## src/rtl/lb_alarm_pkg.sv

```systemverilog
package lb_alarm_pkg;

    typedef enum logic [0:0] {
        ST_QUIET   = 1'b0,
        ST_ALARMED = 1'b1
    } bkt_state_e;

    // Leak period ends when the interval counter hits 2^decay - 1.
    function automatic logic leak_period_done(input logic [2:0] lk, input logic [1:0] decay);
        logic done;
        unique case (decay)
            2'd0:    done = 1'b1;
            2'd1:    done = lk[0];
            2'd2:    done = (lk[1:0] == 2'b11);
            default: done = (lk == 3'b111);
        endcase
        return done;
    endfunction

endpackage

```

## src/rtl/lb_gap_detect.sv

```systemverilog
module lb_gap_detect #(
    parameter int STD_LIMIT  = 10,
    parameter int FAST_LIMIT = 18,
    parameter int CNT_W      = 6
) (
    input  logic clk,
    input  logic rst_n,
    input  logic mon_clk,
    input  logic fast_sel,
    input  logic interval_tick,
    output logic gap_flag
);

    localparam logic [CNT_W-1:0] STD_L  = CNT_W'(STD_LIMIT);
    localparam logic [CNT_W-1:0] FAST_L = CNT_W'(FAST_LIMIT);
    localparam logic [CNT_W-1:0] CNT_MAX = {CNT_W{1'b1}};

    logic [2:0]       sync_q;
    logic             mon_rise;
    logic [CNT_W-1:0] since_edge;
    logic [CNT_W-1:0] limit;
    logic             gap_now;
    logic             gap_seen;

    always_ff @(posedge clk) begin
        if (!rst_n) sync_q <= '0;
        else        sync_q <= {sync_q[1:0], mon_clk};
    end

    assign mon_rise = sync_q[1] & ~sync_q[2];
    assign limit    = fast_sel ? FAST_L : STD_L;

    always_ff @(posedge clk) begin
        if (!rst_n)                  since_edge <= '0;
        else if (mon_rise)           since_edge <= '0;
        else if (since_edge != CNT_MAX) since_edge <= since_edge + 1'b1;
    end

    assign gap_now = (since_edge > limit);

    always_ff @(posedge clk) begin
        if (!rst_n)             gap_seen <= 1'b0;
        else if (interval_tick) gap_seen <= 1'b0;
        else if (gap_now)       gap_seen <= 1'b1;
    end

    assign gap_flag = gap_seen | gap_now;


    gap_sticky_chk: assert property (@(posedge clk) disable iff (!rst_n)
        (gap_seen && !interval_tick) |=> gap_seen);


    edge_clears_chk: assert property (@(posedge clk) disable iff (!rst_n)
        mon_rise |=> !gap_now);

endmodule

```

## src/rtl/lb_bucket.sv

```systemverilog
module lb_bucket
    import lb_alarm_pkg::*;
#(
    parameter int ACC_W = 6
) (
    input  logic             clk,
    input  logic             rst_n,
    input  logic             interval_tick,
    input  logic             fill,
    input  logic [ACC_W-1:0] cfg_size,
    input  logic [ACC_W-1:0] cfg_declare,
    input  logic [ACC_W-1:0] cfg_clear,
    input  logic [1:0]       cfg_decay,
    output logic             alarm
);

    bkt_state_e       state_q, state_d;
    logic [ACC_W-1:0] acc_q, acc_d;
    logic [2:0]       lk_q, lk_d;
    logic             period_end;

    assign period_end = leak_period_done(lk_q, cfg_decay);

    // Bucket level and leak-period counter
    always_comb begin
        acc_d = acc_q;
        lk_d  = lk_q;
        if (interval_tick) begin
            if (fill) begin
                lk_d = '0;
                if (acc_q < cfg_size) acc_d = acc_q + 1'b1;
            end else if (period_end) begin
                lk_d = '0;
                if (acc_q != '0) acc_d = acc_q - 1'b1;
            end else begin
                lk_d = lk_q + 1'b1;
            end
        end
    end

    // Alarm state transitions
    always_comb begin
        state_d = state_q;
        unique case (state_q)
            ST_QUIET:   if (acc_d >= cfg_declare) state_d = ST_ALARMED;
            ST_ALARMED: if (acc_d <= cfg_clear)   state_d = ST_QUIET;
            default:    state_d = ST_QUIET;
        endcase
    end

    always_ff @(posedge clk) begin
        if (!rst_n) begin
            state_q <= ST_QUIET;
            acc_q   <= '0;
            lk_q    <= '0;
        end else begin
            state_q <= state_d;
            acc_q   <= acc_d;
            lk_q    <= lk_d;
        end
    end

    always_comb begin
        alarm = (state_q == ST_ALARMED);
    end


    acc_in_bound_chk: assert property (@(posedge clk) disable iff (!rst_n)
        acc_q <= cfg_size);


    acc_quiet_chk: assert property (@(posedge clk) disable iff (!rst_n)
        !interval_tick |=> $stable(acc_q));


    acc_step_chk: assert property (@(posedge clk) disable iff (!rst_n)
        interval_tick |=> (acc_q == $past(acc_q)) || (acc_q == $past(acc_q) + 1'b1)
                          || ($past(acc_q) == acc_q + 1'b1));


    fill_no_leak_chk: assert property (@(posedge clk) disable iff (!rst_n)
        (interval_tick && fill) |=> acc_q >= $past(acc_q));


    alarm_rise_chk: assert property (@(posedge clk) disable iff (!rst_n)
        $rose(alarm) |-> acc_q >= cfg_declare);


    alarm_fall_chk: assert property (@(posedge clk) disable iff (!rst_n)
        $fell(alarm) |-> acc_q <= cfg_clear);

endmodule

```

## src/rtl/lb_activity_alarm.sv

```systemverilog
module lb_activity_alarm #(
    parameter int N_IN       = 2,
    parameter int ACC_W      = 6,
    parameter int STD_LIMIT  = 10,
    parameter int FAST_LIMIT = 18
) (
    input  logic              clk,
    input  logic              rst_n,
    input  logic              interval_tick,
    input  logic [N_IN-1:0]   mon_clk,
    input  logic [N_IN-1:0]   fast_sel,
    input  logic [ACC_W-1:0]  cfg_size,
    input  logic [ACC_W-1:0]  cfg_declare,
    input  logic [ACC_W-1:0]  cfg_clear,
    input  logic [1:0]        cfg_decay,
    output logic [N_IN-1:0]   act_alarm,
    output logic [N_IN-1:0]   in_valid
);

    localparam int MAX_LIMIT = (FAST_LIMIT > STD_LIMIT) ? FAST_LIMIT : STD_LIMIT;
    localparam int CNT_W     = $clog2(MAX_LIMIT + 2) + 1;

    logic [N_IN-1:0] gap_flag;

    for (genvar g = 0; g < N_IN; g++) begin : g_input
        lb_gap_detect #(
            .STD_LIMIT (STD_LIMIT),
            .FAST_LIMIT(FAST_LIMIT),
            .CNT_W     (CNT_W)
        ) i_detect (
            .clk          (clk),
            .rst_n        (rst_n),
            .mon_clk      (mon_clk[g]),
            .fast_sel     (fast_sel[g]),
            .interval_tick(interval_tick),
            .gap_flag     (gap_flag[g])
        );

        lb_bucket #(
            .ACC_W(ACC_W)
        ) i_bucket (
            .clk          (clk),
            .rst_n        (rst_n),
            .interval_tick(interval_tick),
            .fill         (gap_flag[g]),
            .cfg_size     (cfg_size),
            .cfg_declare  (cfg_declare),
            .cfg_clear    (cfg_clear),
            .cfg_decay    (cfg_decay),
            .alarm        (act_alarm[g])
        );
    end

    assign in_valid = ~act_alarm;


    reset_valid_chk: assert property (@(posedge clk)
        !rst_n |=> (act_alarm == '0));

endmodule

```

## config.mk

```make
export PLATFORM = sky130hd
export DESIGN_NAME = lb_activity_alarm
export DESIGN_NICKNAME = d
export VERILOG_FILES = /design/src/rtl/lb_alarm_pkg.sv /design/src/rtl/lb_gap_detect.sv /design/src/rtl/lb_bucket.sv /design/src/rtl/lb_activity_alarm.sv
export SDC_FILE = /design/constraint.sdc
export NUM_CORES = 1
export LEC_CHECK = 0
export ABC_AREA = 1
export BUFFER_PORTS_ARGS = -buffer_cell sky130_fd_sc_hd__buf_2
export CORE_UTILIZATION = 30
export CTS_CLUSTER_SIZE = 20
export DETAILED_ROUTE_END_ITERATION = 10
export HOLD_SLACK_MARGIN = 0.15
export PLACE_DENSITY_LB_ADDON = 0.05
export SLEW_MARGIN = 5
export SYNTH_ARGS = -nofsm -noshare
export SYNTH_HDL_FRONTEND = slang
export SYNTH_SLANG_ARGS = --single-unit
```

## constraint.sdc

```tcl
create_clock -name clk -period 4.9 [get_ports clk]
set_clock_uncertainty 0.2 [all_clocks]
set_input_delay 0.245 -clock clk [delete_from_list [all_inputs] [get_ports clk]]
set_output_delay 0.245 -clock clk [all_outputs]
set_load 0.01 [all_outputs]
```

# Yosys cells after proc, flatten, opt, wreduce, memory -nomap -nowiden
# Cells that the tools add are included.
word_totals:
  ff_bits: 40
  out_inout_bits: 4
  elab_cells: 76
op_classes:
  n_addsub: 8
  magnitude_cmp: 8
  n_eq_ne: 8
  n_mux: 24
  bitwise: 10
  n_reduce_logical: 6
ops:
  columns: ["op", "n"]
  rows:
  - ["2-to-1 mux 6 bit", 10]
  - ["adder 6 x 1 -> 6 bit (second input constant)", 4]
  - ["greater-or-equal comparator 6 bit", 2]
  - ["greater-than comparator 6 bit", 2]
  - ["less-or-equal comparator 6 bit", 2]
  - ["less-than comparator 6 bit", 2]
  - ["2-to-1 mux 3 bit", 4]
  - ["!= test 6 bit (second input constant)", 2]
  - ["nonzero test 6 bit", 2]
  - ["subtractor 6 x 1 -> 6 bit (second input constant)", 2]
  - ["2-to-1 mux 5 bit", 2]
  - ["adder 3 x 1 -> 3 bit (second input constant)", 2]
  - ["== test 2 bit (second input constant)", 3]
  - ["== test 3 bit (second input constant)", 2]
  - ["case mux 1 bit (3 select lines)", 2]
  - ["OR reduction 2 bit", 3]
  - ["inverter 1 bit", 5]
  - ["2-to-1 mux 1 bit", 4]
  - ["case mux 1 bit (2 select lines)", 2]
  - ["AND 1 bit", 2]
  - ["== test 2 x 1 -> 1 bit (second input constant)", 1]
  - ["zero test 2 bit", 1]
  - ["inverter 2 bit", 1]
  - ["OR 1 bit", 2]

# Depth between registers and ports, before layout
# Gate-level depths: netlist of run 1.
logic_depth:
  depth_word: 8
  depth_mapped: 20
  depth_no_buf: 20

# Modules after synthesis
# Synthesis of run 1 repeated with hierarchy kept, for this count alone.
hier_totals:
  cells_unflattened: 566
  area_unflattened_um2: 3643.5
modules_own_cells:
  columns: ["mod", "n_inst", "cells_per_inst", "area_each_um2"]
  rows:
  - ["lb_bucket", 2, 216, 1332.5]
  - ["lb_gap_detect", 2, 66, 485.5]
  - ["lb_activity_alarm", 1, 2, 7.5]

# Least setup slack after synthesis of run 1
# Ideal clock, no wire load.
synth_path:
  path_type: "reg2reg"
  start: "register g_input[1].i_bucket.acc_q[3]"
  end: "register g_input[1].i_bucket.state_q"
  setup_ps: 124
  arrival_ps: 2183
  required_time_ps: 4576
  setup_slack_ps: 2393
  stages_incl_launch_ff: 19
  n_path_buf: 0
  period_less_slack_ps: 2507
  cell_sequence: "dfxtp_1 -> ha_1 -> nand2_1 -> nand2_1 -> nand2_1 -> nand2_1 -> a21oi_1 -> nand2_1 -> nand3_1 -> nand3_1 -> nand2_1 -> inv_1 -> ha_1 -> inv_1 -> nor2_1 -> o211ai_1 -> o2111ai_1 -> nand2_1 -> a21oi_1"
synth_via:
  elab_chain_len: 8
synth_lines:
  columns: ["element", "line_no", "source"]
  rows:
  - ["start: declaration", "lb_bucket.sv:18", "logic [ACC_W-1:0] acc_q, acc_d;"]
  - ["start signal: assignment", "lb_bucket.sv:54", "acc_q <= '0;"]
  - ["start signal: assignment", "lb_bucket.sv:58", "acc_q <= acc_d;"]
  - ["branches (longest 3 deep; another with less-than comparator 6 bit)", null, null]
  - ["2-to-1 mux 6 bit (*)", "lb_bucket.sv:29", "if (fill) begin"]
  - ["2-to-1 mux 6 bit (*)", "lb_bucket.sv:28", "if (interval_tick) begin"]
  - ["via g_input[1].i_bucket.acc_d[1]", "lb_bucket.sv:18", null]
  - ["less-or-equal comparator 6 bit / greater-or-equal comparator 6 bit (equally long branches)", "lb_bucket.sv:46, lb_bucket.sv:45", null]
  - ["2-to-1 mux 1 bit, on equally long branches", "lb_bucket.sv:46, lb_bucket.sv:45", null]
  - ["case mux 1 bit (2 select lines) (*)", "lb_bucket.sv:44", "unique case (state_q)"]
  - ["end signal: assignment", "lb_bucket.sv:57", "state_q <= state_d;"]
  - ["end: declaration", "lb_bucket.sv:17", "bkt_state_e state_q, state_d;"]
# Mark *: on every way through the listed nets, which the timed path passes.
# A chain may end at the register's enable or synchronous reset.

# Worst setup path in the final report of run 1
layout_path:
  start: "register g_input[1].i_bucket.acc_q[3]"
  end: "register g_input[1].i_bucket.state_q"
layout_via:
  elab_chain_len: 8
layout_lines:
  columns: ["element", "line_no", "source"]
  rows:
  - ["subtractor 6 x 1 -> 6 bit / nonzero test 6 bit (equally long branches)", "lb_bucket.sv:34", "if (acc_q != '0) acc_d = acc_q - 1'b1;"]
  - ["2-to-1 mux 6 bit", "lb_bucket.sv:34", null]
  - ["2-to-1 mux 6 bit", "lb_bucket.sv:32", "end else if (period_end) begin"]
  - ["2-to-1 mux 6 bit (*)", "lb_bucket.sv:29", null]
  - ["2-to-1 mux 6 bit (*)", "lb_bucket.sv:28", null]
  - ["via g_input[1].i_bucket.acc_d[5]", "lb_bucket.sv:18", null]
  - ["less-or-equal comparator 6 bit / greater-or-equal comparator 6 bit (equally long branches)", "lb_bucket.sv:46, lb_bucket.sv:45", null]
  - ["2-to-1 mux 1 bit, on equally long branches", "lb_bucket.sv:46, lb_bucket.sv:45", null]
  - ["case mux 1 bit (2 select lines) (*)", "lb_bucket.sv:44", null]
# Mark *: on every way through the listed nets, which the timed path passes. The rest lies on a longest branch.

==> results of run 1 <==
==> synth_stat cells <==
cell       number
nor2_2          4
nor3_1          4
nand3_4         1
nand4_2         1
nand3b_1        4
xor2_1          9
a21oi_2         3
xnor2_1         1
o21ai_1         4
clkbuf_2        1
nor2_4          5
o311a_1         1
nand2_2        11
clkbuf_1        3
nand2_1       165
a211oi_1        5
buf_6           2
or2_2           1
nor2_1         21
inv_1          88
o211ai_1        2
buf_2           3
inv_2           6
a21oi_1        33
nand3_1        40
o2111ai_1       2
buf_4           3
clkinv_1        1
o21ai_2         1
o21ai_0        13
nand4_1        12
ha_1           52
a31oi_1         1
nand3_2         2
nor2_8          1
dfxtp_1        40
o221ai_1        2
==> report_power, final <==
group | total (W) | internal [W] | switching, W | leakage (nW)
clock network | 0.000327 | 0.000185 | 0.000142 | 0.0657
logic | 0.000539 | 0.000206 | 0.000333 | 1.76
registers | 0.000412 | 0.000361 | 0.0000516 | 0.327
==> worst max-delay path, cell delays in order, from the launching register on <==
cell and delay, ns:
dfxtp_1 0.55, ha_1 0.32, nand2_1 0.07, nand2_1 0.06, nand2_1 0.05, nand2_1 0.05, a21oi_1 0.35, nand2_1 0.10
nand2_1 0.07, nand2_1 0.04, nand3_1 0.10, nand2_1 0.11, ha_1 0.34, nand4_1 0.13, o221ai_1 0.18, nand3_1 0.11
a21oi_1 0.13
==> worst max path at each step <==
stage / from / to / slack (ns) / cells after the start
4_1_cts: g_input[1].i_bucket.acc_q[3] / g_input[1].i_bucket.alarm / 1.83 / 16
3_3_place_gp: g_input[1].i_bucket.acc_q[3] / g_input[1].i_bucket.alarm / 1.87 / 18
5_1_grt: g_input[1].i_bucket.acc_q[3] / g_input[1].i_bucket.alarm / 1.49 / 16
6_report: g_input[1].i_bucket.acc_q[3] / g_input[1].i_bucket.alarm / 1.85 / 16
3_5_place_dp: g_input[1].i_bucket.acc_q[3] / g_input[1].i_bucket.alarm / 1.87 / 16
2_1_floorplan: g_input[1].i_bucket.acc_q[3] / g_input[1].i_bucket.alarm / 2.39 / 18
==> logic make-up (layout without fill, tap and decap cells) <==
logic type / after synthesis / after routing / share of synthesized area [%]
AO/OA/AOI/OAI: 67 / 67 / 10.8
XOR/XNOR: 10 / 10 / 2.43
adder cells (fa/ha/maj): 52 / 52 / 18.0
buffers and inverters: 107 / 137 / 12.0
flip-flops: 40 / 40 / 22.2
AND/OR/NAND/NOR: 272 / 272 / 34.6
==> placed cells by master (no fill, tap or decap), types with 2 or more instances in the layout <==
cell type,n
nand2_1,165
nand3_2,2
buf_2,30
nand3_1,40
o211ai_1,2
nand2_2,11
inv_2,6
a211oi_1,5
a21oi_1,33
inv_1,88
dlygate4sd3_1,5
o21ai_0,13
o21ai_1,4
clkbuf_16,5
nor3_1,4
o221ai_1,2
nand4_1,12
nor2_2,4
nor2_4,5
dfxtp_1,40
a21oi_2,3
nor2_1,21
o2111ai_1,2
ha_1,52
xor2_1,9
nand3b_1,4
==> area by class of cell <==
| cell class | instances | area (um^2) | share of cell area (%) |
|---|---|---|---|
| repair buffers | 35 | 200 | 4.94 |
| multi-input cells | 401 | 2380 | 58.7 |
| clock inverters | 2 | 12.5 | 0.309 |
| well taps | 143 | 179 | 4.42 |
| clock buffers | 5 | 125 | 3.09 |
| inverters | 95 | 357 | 8.80 |
| flip-flops and latches | 40 | 801 | 19.8 |
==> sequential cells by signal, summed over array words and instances, names as in the netlist <==
register / cells
g_input.i_bucket.alarm: 2
g_input.i_bucket.lk_q: 6
g_input.i_detect.since_edge: 12
g_input.i_detect.sync_q: 6
g_input.i_bucket.acc_q: 12
g_input.i_detect.gap_seen: 2
==> stage by stage <==
step           instances  cell area (um^2)  total power, W  hold slack [ns]
6_report             721              4050         0.00128            0.216
5_1_grt              721              4050         0.00141            0.229
4_1_cts              721              4050         0.00130            0.199
3_5_place_dp         709              3860        0.000957            0.204
3_3_place_gp         709              3860        0.000958            0.203
2_1_floorplan        548              3610        0.000831            0.143
==> routing by layer <==
layer | vias to the layer above | wire length, um | GRT usage [%]
met5 | - | 0 | 0
met4 | 0 | 78 | 3.51
met3 | 6 | 274 | 2.61
met2 | 52 | 3830 | 24.1
met1 | 1481 | 4820 | 22.3
li1 | 1819 | - | -
==> out/qor.txt, run 1 <==
run status: complete, but fails checks
failing checks: design-rule violations
Worst EP arrival: 3.06 ns
die width: 112 um
WL final: 9.01 mm
RSZ-0062 raised after global routing: no
proportion of layout cells with a drive suffix above 1: 12.6%
worst min-delay path startpoint: interval_tick
peak supply drop: 0.000132 V
row count: 39
worst slack, placed: 1.87 ns
initial core utilization: 31.2%
Ys Warns: 0
CTS tree: built
Final nets: 657
Crit Path Max Fanout: 8
Final Util: 35.0%
Clock Latency Late Sink: 0.29 ns
RD Place Congestion: 0.839
GRT overflow: 0
worst flop-to-flop path startpoint: g_input[1].i_bucket.acc_q[3]
setup_tns: 0 ns
drt wl/cell: 12.5 um
Hold Path End: g_input[0].i_bucket.acc_q[1]
Pleak: 2.15 nW
clk slew on worst S/H paths: 0.07 ns
Tot GR Track Use: 15.5%
ANT cells: 0
hold depth: 3
clk buf depth: 2
I/O Pins: 31
CP Capture Type: register
fmax: 328 MHz
Hold Violations, Final: 0
Avg Vias per Cell: 4.66
maximum level of the CTS H-tree: 2
Post-DP HPWL: 7.15 mm
Seq cells post-synth: 40
clk sinks: 40
worst reg-to-reg path cell count: 16
type of the tightest min-delay check: in -> reg
register-to-register setup slack: 1.85 ns
vias in the first global route: 3101
fill cell count: 1269
drt pass-1 iters: 7
Syn Area/Cell: 6.59 um^2
initial DRC count: 159
Post-CTS Setup Inserts: 0
Syn Nets: 627
CP Class: reg -> reg
post-synth top area share: 22.2%
Post-Syn Area: 0.00361 mm^2
post-cts resize count: 0
period utilisation layout: 62.2%
number of distinct library cells after synthesis: 37
capturing point of the worst reg2reg path: g_input[1].i_bucket.alarm
cts bufs inserted: 5
first-pass GRT wire length: 15.5 mm
DRC Markers: 1
post-synthesis sequential area ratio: 22.2%
CP startpoint kind: register
slew margin rel.: 49.7%
Syn-to-layout area delta: 12.2%
routed vias: 3358
hold buffers post-CTS: 5
Die Span Y: 112 um
die area: 0.0125 mm^2
synth top area cells: dfxtp_1 22%, ha_1 18%, nand2_1 17%
crit path time final: 3.05 ns
core box area: 0.0116 mm^2
Pins Over Slew Limit: 0
input/output buffers: 30
cell count after synthesis: 548
Setup-failing EPs final: 0
largest net degree at the start of global routing: 18
clock root cell: clkbuf_16
leading area contributor after synthesis: dfxtp_1
Antenna Violating Nets Remaining: 0
slack of the critical path: 1.85 ns
Critical Path RT: 4.91 ns
pwr/cell area: 316 mW/mm^2
max-cap viol count: 0
antenna violations before repair: 0
worst slew pin tran: 0.753 ns
Note: power is estimated with default switching activity, not from simulation.
==> run 2: changes to the inputs <==
--- a/config.mk
+++ b/config.mk
@@ -5,7 +5,7 @@
 export SDC_FILE = /design/constraint.sdc
 export NUM_CORES = 1
 export LEC_CHECK = 0
-export ABC_AREA = 1
+export ABC_AREA = 0
 export BUFFER_PORTS_ARGS = -buffer_cell sky130_fd_sc_hd__buf_2
 export CORE_UTILIZATION = 30
 export CTS_CLUSTER_SIZE = 20
==> constraint.sdc (replaced) <==
create_clock -name clk -period 2.47 [get_ports clk]
set_clock_uncertainty 0.2 [all_clocks]
set_input_delay 0.1235 -clock clk [delete_from_list [all_inputs] [get_ports clk]]
set_output_delay 0.1235 -clock clk [all_outputs]
set_load 0.01 [all_outputs]
==> run 2 against run 1 <==
Critical path type unchanged. Largest cell class unchanged. Critical path depth decreased by 2. First-iteration DRC count decreased by 31%. Combinational power increased by 93%. Clock power increased by 39%. Wire length increased by 5.7%. Register-to-register slack got worse by 2.5 ns. The run ends with negative setup slack left.
==> out/qor.txt, run 2 <==
post-synthesis sequential area ratio: 24.7% (+2.5 points)
CP Class: reg -> reg
leading area contributor after synthesis: dfxtp_1
Avg Vias per Cell: 4.97 (+6.6%)
core box area: 0.0104 mm^2 (-9.9%)
maximum level of the CTS H-tree: 2 (unchanged)
run status: complete, but fails checks
Seq cells post-synth: 40 (unchanged)
Hold Path End: g_input[1].i_bucket.acc_q[0]
Logic pwr share: 47.0% (+4.8 points)
CP Capture Type: register
Setup-failing EPs final: 2 (+2)
Post-DP HPWL: 7.23 mm (+1.1%)
peak supply drop: 0.000214 V (+62%)
worst min-delay path startpoint: interval_tick
row count: 37 (-5.1%)
drt pass-1 iters: 4 (-3)
RSZ-0062 raised after global routing: yes
Crit path max-delay family: simple AND/OR/NAND/NOR gates
Tot GR Track Use: 17.3% (+1.8 points)
hold depth: 5 (+2)
count leader, synth: ha_1
Critical Path RT: 2.45 ns (-2.46 ns)
crit-path max cell delay: 0.49 ns (-0.06 ns)
Crit Path Max Fanout: 3 (-5)
dominant synthesized flop cell: dfxtp_1
Clock Latency Late Sink: 0.30 ns (about the same)
Hold Violations, Final: 0 (unchanged)
Antenna Violating Nets Remaining: 0 (unchanged)
initial core utilization: 31.1% (-0.076 points)
Syn Area/Cell: 8.30 um^2 (+26%)
capturing point of the worst reg2reg path: g_input[1].i_bucket.alarm
number of synthesized flops with an enable pin: 0 (unchanged)
Largest regs: g_input.i_bucket.acc_q: 12 flops, g_input.i_detect.since_edge: 12 flops
most frequent cells in the layout: 87 x buf_4, 42 x ha_1, 36 x inv_1, 31 x dfxtp_1, 30 x buf_2
post-synth top area share: 24.7% (+2.5 points)
period utilisation layout: 125% (+63 points)
max-cap viol count: 0 (unchanged)
die area: 0.0112 mm^2 (-10%)
crit-path cells: ha_4 -> or4_4 -> o211ai_4 -> and2_4 -> and3_4 -> o21ai_4 -> xnor2_2 -> ha_1 -> nand2b_1 -> a21o_1 -> a21oi_2 -> o21ai_1 -> a211oi_2 -> a211oi_1
slew margin rel.: 58.0% (+8.3 points)
DP Area: 0.00427 mm^2 (+10%)
# placed instances: 632 (-11%)
clk slew on worst S/H paths: 0.09 ns (+0.02 ns)
critical path's slowest cell: or4_4
fmax: 323 MHz (-1.5%)
Die Span Y: 106 um (-5.1%)
antenna violations before repair: 0 (unchanged)
sequential power share: 32.4% (+0.2 points)
Post-synth ARST share: 0% (unchanged)
cell count after synthesis: 391 (-29%)
number of distinct library cells after synthesis: 70 (+89%)
worst slew pin tran: 0.623 ns (-0.130 ns)
Worst EP arrival: 3.08 ns (+0.02 ns)
Worst Setup SP: g_input[1].i_detect.since_edge[4]
vias in the first global route: 3129 (+0.90%)
Final nets: 594 (-9.6%)
cts bufs inserted: 5 (unchanged)
GRT overflow: 0 (unchanged)
final non-filler cell total: 652 (-9.6%)
Switch Pwr: 0.000795 W (+51%)
most common cell after layout, fill and taps aside: buf_4
Pins Over Slew Limit: 0 (unchanged)
Syn Nets: 470 (-25%)
slack of the critical path: -0.623 ns (-2.48 ns)
Ys Warns: 0 (unchanged)
share of power burned in the clock network: 20.6% (-5.0 points)
fin area: 0.00473 mm^2 (+17%)
input/output buffers: 30 (unchanged)
ANT cells: 0 (unchanged)
first-pass GRT wire length: 15.3 mm (-1.3%)
WL final: 9.52 mm (+5.7%)
Syn-to-layout area delta: 45.9%
DRC Markers: 0 (-1)
initial DRC count: 110 (-31%)
CTS tree: built
CP startpoint kind: register
clk sinks: 40 (unchanged)
synth top area cells: dfxtp_1 25%, ha_1 20%, a21oi_1 4.5%
worst reg-to-reg path cell count: 14 (-2)
sw frac: 35.9% (-5.3 points)
Buf/Inv on CP: 0 (unchanged)
fill cell count: 1059 (-17%)
Int Pwr: 0.00142 W (+89%)
Post-Syn Area: 0.00324 mm^2 (-10%)
crit path time final: 3.09 ns (+0.0451 ns)
failing checks: negative setup slack
RD Place Congestion: 0.818 (-2.5%)
Synth top cells by count: 52 x ha_1, 40 x dfxtp_1, 37 x inv_1
clk buf depth: 2 (unchanged)
largest net degree at the start of global routing: 18 (unchanged)
die width: 106 um (-5.1%)
drt wl/cell: 14.6 um (+17%)
routed vias: 3238 (-3.6%)
register-to-register setup slack: -0.62 ns (-2.48 ns)
I/O Pins: 31 (unchanged)
type of the tightest min-delay check: in -> reg
Pleak: 2.15 nW (-0.21%)
worst flop-to-flop path startpoint: g_input[1].i_detect.since_edge[4]
clock root cell: clkbuf_8
proportion of layout cells with a drive suffix above 1: 38.6% (+26 points)
pwr/cell area: 468 mW/mm^2 (+48%)
-- run 2: cell types whose count changed in the layout (fill, tap and decap cells not counted), moves of 29 or more --
cell / before / now
nand2_1: 165 / 28
buf_4: 0 / 87
inv_1: 88 / 36
nand3_1: 40 / 11
-- run 2: layer usage --
layer	track usage [%]	share of wire, %
met3	1.96	2.5
met4	4.56	1.3
met2	28.4	46
met5	0	0
met1	24.1	50
-- run 2: layout make-up --
cell class | instances | area [um^2] | share of cell area [%]
Clock buffer | 6 | 72.6 | 1.53
Clock inverter | 2 | 12.5 | 0.264
Inverter | 38 | 143 | 3.01
Multi-Input combinational cell | 301 | 2570 | 54.3
Sequential cell | 40 | 820 | 17.3
Tap cell | 136 | 170 | 3.60
Timing Repair Buffer | 129 | 947 | 20.0
-- run 2: timing repair --
| action | 4_1_cts | 5_1_grt |
|---|---|---|
| setup endpoints to repair | 2 | 4 |
| gates resized for setup | 12 | 42 |
| pin swaps | 15 | 23 |
| hold endpoints to repair | 21 | 0 |
| buffers inserted | 1 | 4 |
| hold buffers | 7 | 0 |
-- run 2: worst max-delay path by stage --
stage,slack (ns),cells past startpoint,end
global placement,-0.77,13,g_input[1].i_bucket.alarm
CTS,-0.71,14,g_input[1].i_bucket.alarm
detailed placement,-0.77,13,g_input[1].i_bucket.alarm
floorplan,-0.57,15,g_input[1].i_bucket.alarm
global route,-0.80,14,g_input[1].i_bucket.alarm
finish,-0.62,14,g_input[1].i_bucket.alarm
-- run 2: worst min-delay path, stage by stage --
cell     delay (ns)
buf_2          0.12
buf_12         0.15
o21ai_4        0.08
buf_4          0.11
mux2i_1        0.06
-- run 2: per-stage QoR --
step / TNS (ns) / power, W / worst slack (ns) / util, % / hold WS (ns)
2_1_floorplan: -1.13 / 0.00127 / -0.566 / - / 0.0508
3_3_place_gp: -1.42 / 0.00163 / -0.765 / 41.0 / 0.132
3_5_place_dp: -1.47 / 0.00164 / -0.768 / 41.0 / 0.137
4_1_cts: -1.35 / 0.00216 / -0.710 / 43.2 / 0.174
5_1_grt: -1.55 / 0.00239 / -0.801 / 45.4 / 0.191
6_report: -1.24 / 0.00221 / -0.623 / 45.4 / 0.192
-- run 2: kinds of logic after synthesis --
group,synth area share (%)
buffers and inverters,6.75
AOI/OAI and AO/OA,22.8
and+or+nand+nor,21.4
muxes,2.51
adders and majority gates,20.1
xor gates and xnor gates,1.89
DFF,24.7
-- run 2: power groups by stage --
stage               Sequential (W)  Combinational [W]  Clock [W]
floorplan                 0.000743           0.000527          0
global placement          0.000731           0.000898          0
detailed placement        0.000731           0.000909          0
CTS                       0.000716           0.000955   0.000489
global route              0.000724            0.00116   0.000508
finish                    0.000718            0.00104   0.000455
==> run 3: changes to the inputs <==
--- a/config.mk
+++ b/config.mk
@@ -8,6 +8,7 @@
 export ABC_AREA = 0
 export BUFFER_PORTS_ARGS = -buffer_cell sky130_fd_sc_hd__buf_2
 export CORE_UTILIZATION = 30
+export CTS_BUF_LIST = sky130_fd_sc_hd__clkbuf_16
 export CTS_CLUSTER_SIZE = 20
 export DETAILED_ROUTE_END_ITERATION = 10
 export HOLD_SLACK_MARGIN = 0.15
==> run 3 against run 2 <==
Utilization is 0.28 points higher. Critical endpoint unchanged. The run still ends with negative setup slack left. Critical path type unchanged. Worst hold slack worse by 0.037 ns. Maximum frequency rose by 0.43%. Register-to-register slack hardly changed.
==> out/qor.txt, run 3 (synthesis gave the netlist of run 2 again) <==
drt pass-1 iters: 4 (unchanged)
first-pass GRT wire length: 15.2 mm (-0.68%)
DP Area: 0.00427 mm^2 (unchanged)
CTS tree: built
Final nets: 592 (-0.34%)
I/O Pins: 31 (unchanged)
cts bufs inserted: 5 (unchanged)
most common cell after layout, fill and taps aside: buf_4
Critical Path RT: 2.44 ns (about the same)
type of the tightest min-delay check: in -> reg
CP startpoint kind: register
# placed instances: 632 (unchanged)
fin area: 0.00476 mm^2 (+0.61%)
initial DRC count: 131 (+19%)
maximum level of the CTS H-tree: 2 (unchanged)
slack of the critical path: -0.609 ns (+0.0132 ns)
Final Power: 0.00241 W (+8.8%)
CP Class: reg -> reg
drt wl/cell: 14.5 um (-0.60%)
clk buf depth: 2 (unchanged)
fmax: 325 MHz (+0.43%)
Post-DP HPWL: 7.23 mm (unchanged)
largest net degree at the start of global routing: 20 (+2)
CP Capture Type: register
routed vias: 3231 (-0.22%)
setup_tns: -1.21 ns (+0.0270 ns)
sequential power share: 29.8% (-2.6 points)
Crit Path Max Fanout: 3 (unchanged)
most frequent cells in the layout: 86 x buf_4, 42 x ha_1, 37 x inv_1, 31 x dfxtp_1, 30 x buf_2
Final Util: 45.7% (+0.28 points)
antenna violations before repair: 0 (unchanged)
M1 GR Usage: 23.9% (-0.15 points)
met2 Resource Use GR: 28.3% (-0.093 points)
worst slew pin tran: 0.617 ns (-0.00618 ns)
Switch Pwr: 0.000820 W (+3.1%)
sw frac: 34.0% (-1.9 points)
max-cap viol count: 0 (unchanged)
fill cell count: 1055 (-0.38%)
RSZ-0062 raised after global routing: yes
pwr/cell area: 506 mW/mm^2 (+8.1%)
Largest regs: g_input.i_bucket.acc_q: 12 flops, g_input.i_detect.since_edge: 12 flops
Setup-failing EPs final: 2 (unchanged)
Avg Vias per Cell: 4.97 (about the same)
crit path time final: 3.08 ns (-0.0132 ns)
Pleak: 2.17 nW (+0.86%)
proportion of layout cells with a drive suffix above 1: 38.5% (-0.044 points)
input/output buffers: 30 (unchanged)
clk sinks: 40 (unchanged)
Pins Over Slew Limit: 0 (unchanged)
core box area: 0.0104 mm^2 (unchanged)
GRT overflow: 0 (unchanged)
DRC Markers: 0 (unchanged)
Clock Latency Late Sink: 0.29 ns (about the same)
slew margin rel.: 58.5% (+0.42 points)
clk slew on worst S/H paths: 0.07 ns (-0.02 ns)
Worst EP arrival: 3.05 ns (-0.03 ns)
Int Pwr: 0.00159 W (+12%)
busiest layer in global routing: met2
period utilisation layout: 125% (-0.53 points)
row count: 37 (unchanged)
peak supply drop: 0.000254 V (+18%)
Syn-to-layout area delta: 46.8%
share of power burned in the clock network: 27.2% (+6.6 points)
RD Place Congestion: 0.818 (unchanged)
Logic pwr share: 43.0% (-4.0 points)
Tot GR Track Use: 17.3% (-0.052 points)
failing checks: negative setup slack
die area: 0.0112 mm^2 (unchanged)
final non-filler cell total: 650 (-0.31%)
grt met3 use: 2.15% (+0.18 points)
vias in the first global route: 3100 (-0.93%)
Die Span Y: 106 um (unchanged)
die width: 106 um (unchanged)
initial core utilization: 31.1% (unchanged)
run status: complete, but fails checks
WL final: 9.44 mm (-0.90%)
ANT cells: 0 (unchanged)
clock root cell: clkbuf_16
Hold Violations, Final: 0 (unchanged)
Antenna Violating Nets Remaining: 0 (unchanged)
register-to-register setup slack: -0.61 ns (about the same)
==> run 3: changes by cell type in the layout (fill, tap and decap cells not counted) <==
cell,change
buf_4,-1
clkbuf_8,-5
ha_2,+1
inv_1,+1
clkbuf_16,+5
dlygate4sd3_1,-1
clkbuf_1,-1
ha_4,-1
==> run 3: worst paths after layout <==
check / end / from / cells past startpoint
setup / recovery: g_input[1].i_bucket.alarm / g_input[1].i_detect.since_edge[4] / 14
hold / removal: g_input[0].i_bucket.lk_q[1] / interval_tick / 5
setup reg to reg: g_input[1].i_bucket.alarm / g_input[1].i_detect.since_edge[4] / 14
hold reg to reg: g_input[0].i_detect.sync_q[2] / g_input[0].i_detect.sync_q[1] / 2
==> run 3: per-layer routing <==
layer / routed length [um] / vias up / part of all wire [%]
li1: - / 1665 / -
met1: 4670 / 1506 / 50
met2: 4400 / 54 / 47
met3: 282 / 6 / 3.0
met4: 81 / 0 / 0.86
met5: 0 / - / 0
==> run 3: critical path: stages, from the launching register on <==
cell and delay, ns:
dfxtp_2 0.34, ha_4 0.15, or4_4 0.49, o211ai_4 0.09, and2_4 0.19, and3_4 0.21, o21ai_4 0.08, xnor2_2 0.15
ha_1 0.29, nand2b_1 0.14, a21o_1 0.16, a21oi_2 0.15, o21ai_1 0.09, a211oi_2 0.18, a211oi_1 0.06
==> run 3: layout make-up <==
class | instances | area [um^2] | share of cell area [%]
repair buffers | 127 | 930 | 19.5
well taps | 136 | 170 | 3.57
flip-flops and latches | 40 | 820 | 17.2
clock inverters | 3 | 16.3 | 0.342
inverters | 38 | 143 | 3.00
multi-input cells | 301 | 2560 | 53.7
clock buffers | 5 | 125 | 2.63
==> run 3: power groups by stage <==
stage	logic, W	registers [W]	clock network (W)
final	0.00104	0.000718	0.000655
after global routing	0.00115	0.000723	0.000703
after CTS	0.000953	0.000717	0.000679
after detailed placement	0.000909	0.000731	0
after global placement	0.000898	0.000731	0
after floorplan	0.000527	0.000743	0
==> run 3: what timing repair did <==
item | CTS | global route
resized for setup | 12 | 41
hold buffers | 6 | 0
endpoints found under the setup margin | 2 | 4
pin swaps | 15 | 22
hold endpoints to repair | 15 | 0
setup buffers | 0 | 4
==> run 3: through the flow <==
step	hold WS [ns]	setup WS, ns
CTS	0.151	-0.701
global placement	0.132	-0.765
global route	0.176	-0.794
floorplan	0.0508	-0.566
finish	0.155	-0.609
detailed placement	0.137	-0.768
